### src/rtl/dma_seq_pkg.sv
package dma_seq_pkg;
  localparam int LEN_W = 13;
  localparam int CMD_END_IE    = 21;
  localparam int CMD_START_IE  = 22;
  localparam int CMD_FLOW_DST  = 28;
  localparam int CMD_FLOW_SRC  = 29;
  localparam int CMD_INC_DST   = 30;
  localparam int CMD_INC_SRC   = 31;

  typedef enum logic [2:0] {S_IDLE, S_FETCH, S_CHK, S_RD, S_WR} seq_st_e;

  function automatic logic [2:0] width_bytes(input logic [1:0] code);
    case (code)
      2'd1:    return 3'd1;
      2'd2:    return 3'd2;
      2'd3:    return 3'd4;
      default: return 3'd0;
    endcase
  endfunction

  function automatic logic unsup_mode(input logic [31:0] cmd);
    return cmd[25] | cmd[20] | cmd[19];
  endfunction
endpackage

### src/rtl/dma_seq_lane.sv
module dma_seq_lane (
  input  logic [1:0]  addr_lo_i,
  input  logic [2:0]  nbytes_i,
  input  logic [31:0] rdata_i,
  input  logic [31:0] bdata_i,
  output logic [3:0]  be_o,
  output logic [31:0] rbytes_o,
  output logic [31:0] wdata_o
);
  logic [3:0] mask;
  always_comb begin
    case (nbytes_i)
      3'd1:    mask = 4'b0001;
      3'd2:    mask = 4'b0011;
      default: mask = 4'b1111;
    endcase
  end
  assign be_o     = mask << addr_lo_i;
  assign rbytes_o = rdata_i >> {addr_lo_i, 3'b000};
  assign wdata_o  = bdata_i << {addr_lo_i, 3'b000};
endmodule

### src/rtl/dma_seq_buf.sv
module dma_seq_buf #(
  parameter int DEPTH = 32,
  localparam int IW = $clog2(DEPTH)
) (
  input  logic          clk_i,
  input  logic          we_i,
  input  logic [IW-1:0] idx_i,
  input  logic [2:0]    nbytes_i,
  input  logic [31:0]   wdata_i,
  output logic [31:0]   rdata_o
);
  logic [7:0] mem_q [DEPTH];

  always_ff @(posedge clk_i) begin
    if (we_i) begin
      for (int k = 0; k < 4; k++)
        if (k < int'(nbytes_i)) mem_q[idx_i + IW'(k)] <= wdata_i[8*k +: 8];
    end
  end

  for (genvar g = 0; g < 4; g++) begin : g_rd
    assign rdata_o[8*g +: 8] = mem_q[idx_i + IW'(g)];
  end
endmodule

### src/rtl/dma_desc_seq.sv
module dma_desc_seq
  import dma_seq_pkg::*;
#(
  parameter int ADDR_W    = 32,
  parameter int BUF_BYTES = 32
) (
  input  logic              clk_i,
  input  logic              rst_ni,
  input  logic              start_i,
  input  logic              nodesc_i,
  input  logic [ADDR_W-1:0] desc_ptr_i,
  input  logic              cmp_st_i,
  input  logic              eor_stop_en_i,
  input  logic              eor_jmp_en_i,
  input  logic [ADDR_W-1:0] src_i,
  input  logic [ADDR_W-1:0] dst_i,
  input  logic [31:0]       cmd_i,
  input  logic              req_i,
  output logic              mem_valid_o,
  input  logic              mem_ready_i,
  output logic              mem_we_o,
  output logic [ADDR_W-1:0] mem_addr_o,
  output logic [3:0]        mem_be_o,
  output logic [31:0]       mem_wdata_o,
  input  logic [31:0]       mem_rdata_i,
  output logic              run_o,
  output logic [ADDR_W-1:0] src_o,
  output logic [ADDR_W-1:0] dst_o,
  output logic [LEN_W-1:0]  len_o,
  output logic              start_o,
  output logic              end_o,
  output logic              eor_o,
  output logic              stop_o,
  output logic              unsup_o,
  output logic              err_o
);
  localparam int IW    = $clog2(BUF_BYTES);
  localparam int CNT_W = IW + 1;

  seq_st_e           st_q;
  logic [ADDR_W-1:0] next_q, src_q, dst_q, base_q, cur_addr;
  logic [31:0]       cmd_q;
  logic [1:0]        widx_q;
  logic [CNT_W-1:0]  cnt_q, bsize_q, burst_b, bsize_nx, wb_ext;
  logic              nodesc_q;
  logic              start_q, end_q, eor_q, stop_q, unsup_q, err_q;
  logic [2:0]        wb;
  logic [LEN_W-1:0]  len_w, new_len;
  logic              flow, burst_last, eor_hit, halt_c;
  logic [3:0]        lane_be;
  logic [31:0]       rbytes, bdata, lane_wdata;

  function automatic logic [ADDR_W-1:0] fetch_addr(input logic [ADDR_W-1:0] p, input logic c);
    return {p[ADDR_W-1:4], 4'b0000} + ((p[1] && c) ? ADDR_W'(32) : ADDR_W'(0));
  endfunction

  assign wb         = width_bytes(cmd_q[15:14]);
  assign wb_ext     = CNT_W'(wb);
  assign burst_b    = CNT_W'(4) << cmd_q[17:16];
  assign len_w      = cmd_q[LEN_W-1:0];
  assign bsize_nx   = (len_w < LEN_W'(burst_b)) ? CNT_W'(len_w) : burst_b;
  assign new_len    = len_w - LEN_W'(bsize_q);
  assign flow       = cmd_q[CMD_FLOW_SRC] | cmd_q[CMD_FLOW_DST];
  assign burst_last = (cnt_q + wb_ext) >= bsize_q;
  assign eor_hit    = flow && !req_i;
  assign halt_c     = nodesc_q | next_q[0] | eor_stop_en_i;

  always_comb begin
    case (st_q)
      S_FETCH: cur_addr = base_q + ADDR_W'({widx_q, 2'b00});
      S_RD:    cur_addr = src_q;
      default: cur_addr = dst_q;
    endcase
  end

  dma_seq_lane i_lane (
    .addr_lo_i(cur_addr[1:0]), .nbytes_i(wb), .rdata_i(mem_rdata_i),
    .bdata_i(bdata), .be_o(lane_be), .rbytes_o(rbytes), .wdata_o(lane_wdata)
  );

  dma_seq_buf #(.DEPTH(BUF_BYTES)) i_buf (
    .clk_i(clk_i), .we_i(st_q == S_RD && mem_ready_i), .idx_i(cnt_q[IW-1:0]),
    .nbytes_i(wb), .wdata_i(rbytes), .rdata_o(bdata)
  );

  always_ff @(posedge clk_i or negedge rst_ni) begin
    if (!rst_ni) begin
      st_q <= S_IDLE; next_q <= '0; src_q <= '0; dst_q <= '0; base_q <= '0;
      cmd_q <= '0; widx_q <= '0; cnt_q <= '0; bsize_q <= '0; nodesc_q <= 1'b0;
      {start_q, end_q, eor_q, stop_q, unsup_q, err_q} <= '0;
    end else begin
      case (st_q)
        S_IDLE: if (start_i) begin
          {start_q, end_q, eor_q, stop_q, unsup_q, err_q} <= '0;
          nodesc_q <= nodesc_i;
          if (nodesc_i) begin
            src_q <= cmd_i[CMD_FLOW_SRC] ? {src_i[ADDR_W-1:2], 2'b00} : src_i;
            dst_q <= cmd_i[CMD_FLOW_DST] ? {dst_i[ADDR_W-1:2], 2'b00} : dst_i;
            cmd_q <= cmd_i;
            if (cmd_i[15:14] == 2'd0) begin
              err_q <= 1'b1; stop_q <= 1'b1;
            end else st_q <= S_CHK;
          end else begin
            base_q <= fetch_addr(desc_ptr_i, cmp_st_i);
            widx_q <= '0;
            st_q   <= S_FETCH;
          end
        end
        S_FETCH: if (mem_ready_i) begin
          widx_q <= widx_q + 2'd1;
          case (widx_q)
            2'd0: next_q <= ADDR_W'(mem_rdata_i);
            2'd1: src_q  <= ADDR_W'(mem_rdata_i);
            2'd2: dst_q  <= ADDR_W'(mem_rdata_i);
            default: begin
              cmd_q <= mem_rdata_i;
              if (mem_rdata_i[CMD_FLOW_SRC]) src_q[1:0] <= 2'b00;
              if (mem_rdata_i[CMD_FLOW_DST]) dst_q[1:0] <= 2'b00;
              if (unsup_mode(mem_rdata_i)) unsup_q <= 1'b1;
              if (mem_rdata_i[CMD_START_IE]) start_q <= 1'b1;
              if (mem_rdata_i[15:14] == 2'd0) begin
                err_q <= 1'b1; stop_q <= 1'b1; st_q <= S_IDLE;
              end else st_q <= S_CHK;
            end
          endcase
        end
        S_CHK: if (!eor_hit) begin
          if (len_w == '0) begin
            if (cmd_q[CMD_END_IE]) end_q <= 1'b1;
            if (halt_c) begin
              stop_q <= 1'b1; st_q <= S_IDLE;
            end else begin
              base_q <= fetch_addr(next_q, cmp_st_i); widx_q <= '0; st_q <= S_FETCH;
            end
          end else begin
            bsize_q <= bsize_nx; cnt_q <= '0; st_q <= S_RD;
          end
        end
        S_RD: if (mem_ready_i) begin
          if (cmd_q[CMD_INC_SRC]) src_q <= src_q + ADDR_W'(wb);
          if (burst_last) begin
            cnt_q <= '0; st_q <= S_WR;
          end else cnt_q <= cnt_q + wb_ext;
        end
        S_WR: if (mem_ready_i) begin
          if (cmd_q[CMD_INC_DST]) dst_q <= dst_q + ADDR_W'(wb);
          cnt_q <= cnt_q + wb_ext;
          if (burst_last) begin
            cmd_q[LEN_W-1:0] <= new_len;
            if (eor_hit) eor_q <= 1'b1;
            if (new_len == '0) begin
              if (cmd_q[CMD_END_IE]) end_q <= 1'b1;
              if (halt_c) begin
                stop_q <= 1'b1; st_q <= S_IDLE;
              end else begin
                base_q <= fetch_addr(next_q, cmp_st_i); widx_q <= '0; st_q <= S_FETCH;
              end
            end else if (eor_hit && eor_stop_en_i) begin
              stop_q <= 1'b1; st_q <= S_IDLE;
            end else if (eor_hit && eor_jmp_en_i && !nodesc_q) begin
              base_q <= fetch_addr(next_q, cmp_st_i); widx_q <= '0; st_q <= S_FETCH;
            end else st_q <= S_CHK;
          end
        end
        default: st_q <= S_IDLE;
      endcase
    end
  end

  assign mem_valid_o = (st_q == S_FETCH) || (st_q == S_RD) || (st_q == S_WR);
  assign mem_we_o    = (st_q == S_WR);
  assign mem_addr_o  = {cur_addr[ADDR_W-1:2], 2'b00};
  assign mem_be_o    = (st_q == S_FETCH) ? 4'hf : lane_be;
  assign mem_wdata_o = lane_wdata;
  assign run_o       = (st_q != S_IDLE);
  assign src_o       = src_q;
  assign dst_o       = dst_q;
  assign len_o       = len_w;
  assign start_o     = start_q;
  assign end_o       = end_q;
  assign eor_o       = eor_q;
  assign stop_o      = stop_q;
  assign unsup_o     = unsup_q;
  assign err_o       = err_q;
endmodule

### config.mk
export PLATFORM = sky130hd
export DESIGN_NAME = dma_desc_seq
export DESIGN_NICKNAME = d
export VERILOG_FILES = /design/src/rtl/dma_seq_pkg.sv /design/src/rtl/dma_seq_lane.sv /design/src/rtl/dma_seq_buf.sv /design/src/rtl/dma_desc_seq.sv
export SDC_FILE = /design/constraint.sdc
export NUM_CORES = 2
export LEC_CHECK = 0
export CORE_ASPECT_RATIO = 0.8
export CORE_UTILIZATION = 55
export CTS_BUF_LIST = sky130_fd_sc_hd__clkbuf_4 sky130_fd_sc_hd__clkbuf_8 sky130_fd_sc_hd__clkbuf_16
export DETAILED_ROUTE_END_ITERATION = 7
export DONT_BUFFER_PORTS = 1
export PLACE_DENSITY = 0.72
export SETUP_SLACK_MARGIN = 0.15
export SLEW_MARGIN = 15
export SYNTH_ARGS = -nofsm -noshare
export SYNTH_HDL_FRONTEND = slang
export SYNTH_HIERARCHICAL = 1
export SYNTH_SLANG_ARGS = --single-unit
### constraint.sdc
create_clock -name clk_i -period 6.5 [get_ports clk_i]
set_input_delay 0.325 -clock clk_i [delete_from_list [all_inputs] [get_ports clk_i]]
set_output_delay 0.325 -clock clk_i [all_outputs]
set_load 0.01 [all_outputs]
==> parameters.txt <==
Parameter                              Value

Detailed routing
  DRC marker count from the first detailed-route iteration ... roughly 8400
  Remaining design rule violation count ... 61
  Detailed-route via count ... 42418
  Final WL ... 209000 microns
  Detailed-router iteration count before antenna repair ... 8
  Vias per cell ... 7.77
  Number of nets with antenna violations after detailed routing ... 0
  Detailed-route wire length per cell ... 38.3 microns

GRT
  Maximum number of pins on one net before global-route repair ... approximately 170
  Wire length of the first global-routing pass ... about 290000 microns
  GR Overflow Total ... 0
  Number of antenna violations at the first check in global routing ... 28
  Number of global-route vias before repair ... between 30000 and 40000
  Total GRT Usage ... 0.544

Status
  Violations in the final reports ... DRC
  Run status ... complete, but fails checks

Logic synthesis
  Asr flop ratio synth ... 0.402
  Yosys synthesis warning count ... 6
  Syn_area_per_cell ... 8.70 sq um
  Cell count after synthesis ... 4627
  Unique masters post-synth ... 99
  Most used DFF post-synth ... sky130_fd_sc_hd__edfxtp_1
  Synth top area share ... 0.191
  Post-synth EDFFs ... 256
  Number of synthesized register bits ... 428
  Most numerous cell types in the synthesized netlist ... 715 x sky130_fd_sc_hd__nand2_1, 485 x sky130_fd_sc_hd__nor2_1, 400 x sky130_fd_sc_hd__o21ai_0, 276 x sky130_fd_sc_hd__a21oi_1, 256 x sky130_fd_sc_hd__edfxtp_1
  Leading cell type by number of instances after synthesis ... sky130_fd_sc_hd__nand2_1
  Most area-hungry cell type in the Yosys netlist ... sky130_fd_sc_hd__edfxtp_1
  Leading post-synthesis cells by cell area ... sky130_fd_sc_hd__edfxtp_1 19%, sky130_fd_sc_hd__mux4_2 12%, sky130_fd_sc_hd__dfrtp_1 11%
  Sequential element share of the synthesized area ... 0.298
  Post-synth design cell area ... 40300 sq um

Timing
  Worst slew pin tran ... 1.33 ns
  Unrepaired setup endpoints after global routing ... no
  Share of the clock period used by the worst path after layout ... 0.890
  Final setup skew ... 0.0279 ns
  Worst relative slew slack ... 0.111
  Count of endpoints failing hold in the final timing report ... 0
  Number of setup violations in the final report ... 0
  Worst Setup Slack, final ... 0.712 ns
  Maximum clock frequency ... 0.173 GHz
  Min cycle time layout ... 5.79 ns
  Final-report max-slew violation count ... 0
  Setup_tns ... 0 ns

Critical path
  Worst reg-to-reg setup slack ... approximately 1.3 ns
  Reg-to-reg endpoint ... base_q[15]
  Worst setup path startpoint ... cnt_q[1]
  CP top delay family ... compound AO/OA/AOI/OAI gates
  Largest stage delay, worst path ... 0.84 ns
  Critical Path Fanout Max ... 36
  Crit Path Class ... reg2out
  Worst reg-to-reg path cell count ... 14
  Instance count on the critical path ... 9
  Ordered cell list for the critical path ... ha_1 > a21bo_2 > nand2_2 > a32oi_2 > nor2b_1 > a21oi_1 > nand4_1 > mux2i_1 > a21oi_1
  Worst R2R Start ... cnt_q[0]
  Critical-path top delay cell ... sky130_fd_sc_hd__ha_1
  Critical path arrival ... about 5.5 ns
  Buffers and inverters on the worst path ... 0
  Category of the worst setup path capture point ... output pin
  Worst path most repeated cell ... sky130_fd_sc_hd__a21oi_1
  Worst Setup Start Kind ... flop
  End point of the critical path ... mem_wdata_o[25]
  Critical path data required time ... 6.17 ns

Power
  Power density over the cells ... 516 nW/um^2
  Design Power ... 22.4 mW
  Proportion of power drawn by flip-flops and latches ... 0.230
  Int Power ... 10.1 mW
  Net switching component of the power ... 12.3 mW
  Worst voltage drop across the vdd grid ... 534 uV
  Proportion of total power due to net switching ... 0.549
  Comb pwr share ... 0.644
  P_leak ... about 15 nW
  Clock power frac ... 0.126

Flow run
  Max-cap violations ... 0

Min path
  Hold Crit Class ... in2reg

Clock network
  Maximum buffer depth of the clock tree ... 3
  Clock latency of the later-clocked register in the worst-skew pair ... 0.65 ns
  Clock-pin slew on the worst setup and hold paths ... 0.06 ns
  Clock Sinks ... 428
  Cts bufs inserted ... 49
  Deepest level of the CTS H-tree ... 2
  Root buffer cell ... sky130_fd_sc_hd__clkbuf_16
  TritonCTS clock tree ... built

Die
  Vertical extent of the die ... 244 microns
  Number of rows in the core area ... between 80 and 90
  Die Wd ... 305 microns
  Starting density of the core ... 0.558
  Die Outline Area ... between 70000 and 80000 sq um
  Total core area ... 72200 sq um
  Number of top-level pins ... 323

Placement
  Half-perimeter wire length after detailed placement ... 147000 microns
  Pre-CTS setup slack ... 1.40 ns
  Port-buffer cells ... 0
  Global placer's final weighted congestion ... 1.13

Finish
  Ratio of cells with drive above 1 in the final layout ... 0.153
  Filler cell count in the final layout ... 6245
  NumNets Final ... roughly 4700
  Layout overhead on the synthesized area ... 7.69%
-- cell usage in the layout (no fill, tap or decap), types with 12 or more instances in the layout --
| master | Yosys | final |
|---|---|---|
| sky130_fd_sc_hd__nor2_2 | 25 | 33 |
| sky130_fd_sc_hd__nor2b_1 | 33 | 31 |
| sky130_fd_sc_hd__a32oi_1 | 21 | 19 |
| sky130_fd_sc_hd__mux2i_1 | 233 | 233 |
| sky130_fd_sc_hd__xnor2_1 | 46 | 45 |
| sky130_fd_sc_hd__o211ai_1 | 12 | 12 |
| sky130_fd_sc_hd__o21ai_0 | 400 | 389 |
| sky130_fd_sc_hd__edfxtp_1 | 256 | 256 |
| sky130_fd_sc_hd__dlygate4sd3_1 | 0 | 116 |
| sky130_fd_sc_hd__a21oi_1 | 276 | 268 |
| sky130_fd_sc_hd__nand4_1 | 35 | 35 |
| sky130_fd_sc_hd__and4_1 | 12 | 12 |
| sky130_fd_sc_hd__dfrtp_1 | 172 | 167 |
| sky130_fd_sc_hd__ha_1 | 44 | 42 |
| sky130_fd_sc_hd__a22oi_1 | 13 | 13 |
| sky130_fd_sc_hd__a221oi_1 | 32 | 32 |
| sky130_fd_sc_hd__or3_1 | 12 | 12 |
| sky130_fd_sc_hd__nor2_1 | 485 | 473 |
| sky130_fd_sc_hd__and2_1 | 37 | 37 |
| sky130_fd_sc_hd__nand2_1 | 715 | 714 |
| sky130_fd_sc_hd__nand3_1 | 162 | 162 |
| sky130_fd_sc_hd__clkbuf_16 | 0 | 49 |
| sky130_fd_sc_hd__a31oi_1 | 58 | 58 |
| sky130_fd_sc_hd__a222oi_1 | 23 | 23 |
| sky130_fd_sc_hd__nor4_1 | 13 | 13 |
| sky130_fd_sc_hd__o21a_1 | 15 | 15 |
| sky130_fd_sc_hd__nand2b_1 | 39 | 38 |
| sky130_fd_sc_hd__a22o_1 | 32 | 32 |
| sky130_fd_sc_hd__and3_1 | 33 | 33 |
| sky130_fd_sc_hd__mux2_2 | 115 | 115 |
| sky130_fd_sc_hd__buf_4 | 87 | 138 |
| sky130_fd_sc_hd__diode_2 | 0 | 13 |
| sky130_fd_sc_hd__o31ai_1 | 136 | 136 |
| sky130_fd_sc_hd__inv_1 | 36 | 36 |
| sky130_fd_sc_hd__nor3_1 | 51 | 51 |
| sky130_fd_sc_hd__xor2_1 | 45 | 44 |
| sky130_fd_sc_hd__o21ai_1 | 32 | 30 |
| sky130_fd_sc_hd__a211oi_1 | 83 | 83 |
| sky130_fd_sc_hd__mux4_2 | 211 | 211 |
| sky130_fd_sc_hd__o22ai_1 | 20 | 20 |
-- worst min path at each step --
| stage | to | slack (ns) | from | cells after the start |
|---|---|---|---|---|
| floorplan | base_q[0] | 0.03 | rst_ni | 0 |
| global placement | dst_o[7] | 0.03 | rst_ni | 0 |
| detailed placement | dst_o[7] | 0.03 | rst_ni | 0 |
| CTS | base_q[29] | 0.001 | desc_ptr_i[29] | 3 |
| global route | dst_o[18] | 0.02 | mem_rdata_i[18] | 3 |
| finish | src_o[11] | 0.01 | mem_rdata_i[11] | 3 |
-- logic make-up after synthesis --
group	count (synthesis)	share of synthesized area
AOI/OAI and AO/OA	1267	0.200
xor gates and xnor gates	96	0.0226
adders and majority gates	49	0.0154
buffers and inverters	511	0.0631
DFF	428	0.298
muxes	560	0.209
other	1	0.0000931
and+or+nand+nor	1715	0.193
-- timing repair --
action,4_1_cts,5_1_grt
endpoints found under the hold margin,289,0
resized for setup,0,0
hold buffers,117,0
buffers inserted,0,0
-- tightest hold or removal path: cells and delay by family --
kind	cells	cell delay (ns)
AO/OA/AOI/OAI	3	0.27
-- area by class of cell --
| class | instances | area [sq um] | share of cell area |
|---|---|---|---|
| antenna | 13 | 32.5 | 0.000750 |
| clock buffer | 61 | 1340 | 0.0308 |
| clock inverter | 28 | 235 | 0.00542 |
| inverter | 39 | 146 | 0.00338 |
| multi-input combinational | 3689 | 26100 | 0.603 |
| sequential | 428 | 12000 | 0.277 |
| tap | 945 | 1180 | 0.0273 |
| timing repair buffer | 259 | 2300 | 0.0531 |
-- state kept, by name, indices dropped and copies added, names as in the netlist --
signal	count
i_buf/mem_q	256
base_q	32
dst_o	32
src_o	32
next_q	30
cmd_q	22
bsize_q	6
cnt_q	6
st_q	3
widx_q	2
end_o	1
eor_o	1
err_o	1
nodesc_q	1
start_o	1
stop_o	1
unsup_o	1
-- metal layers --
metal | vias up | part of all wire | global-route usage
li1 | 16926 | - | -
met1 | 20249 | 0.37 | 0.716
met3 | 890 | 0.22 | 0.379
met5 | - | 0.0021 | 0.0226
met2 | 4320 | 0.36 | 0.661
met4 | 33 | 0.059 | 0.235
-- power by group through the flow --
stage                     registers [mW]  logic (mW)  clock network [mW]
final                               5.15        14.4                2.83
after global placement              5.07        13.2                   0
after CTS                           5.03        13.5                2.81
after global routing                5.15        14.7                2.90
after floorplan                     4.50        9.24                   0
after detailed placement            5.08        13.3                   0
-- per-stage QoR --
stage / instance area, sq um / util / cells / hold slack, ns
after global placement: 40600 / 0.561 / 5243 / 0.0321
after floorplan: 40300 / - / 4628 / 0.0294
after detailed placement: 40600 / 0.561 / 5243 / 0.0315
after CTS: 43300 / 0.600 / 5449 / 0.000975
final: 43400 / 0.600 / 5462 / 0.00992
after global routing: 43300 / 0.600 / 5451 / 0.0215
Note: power is estimated with default switching activity, not from simulation.
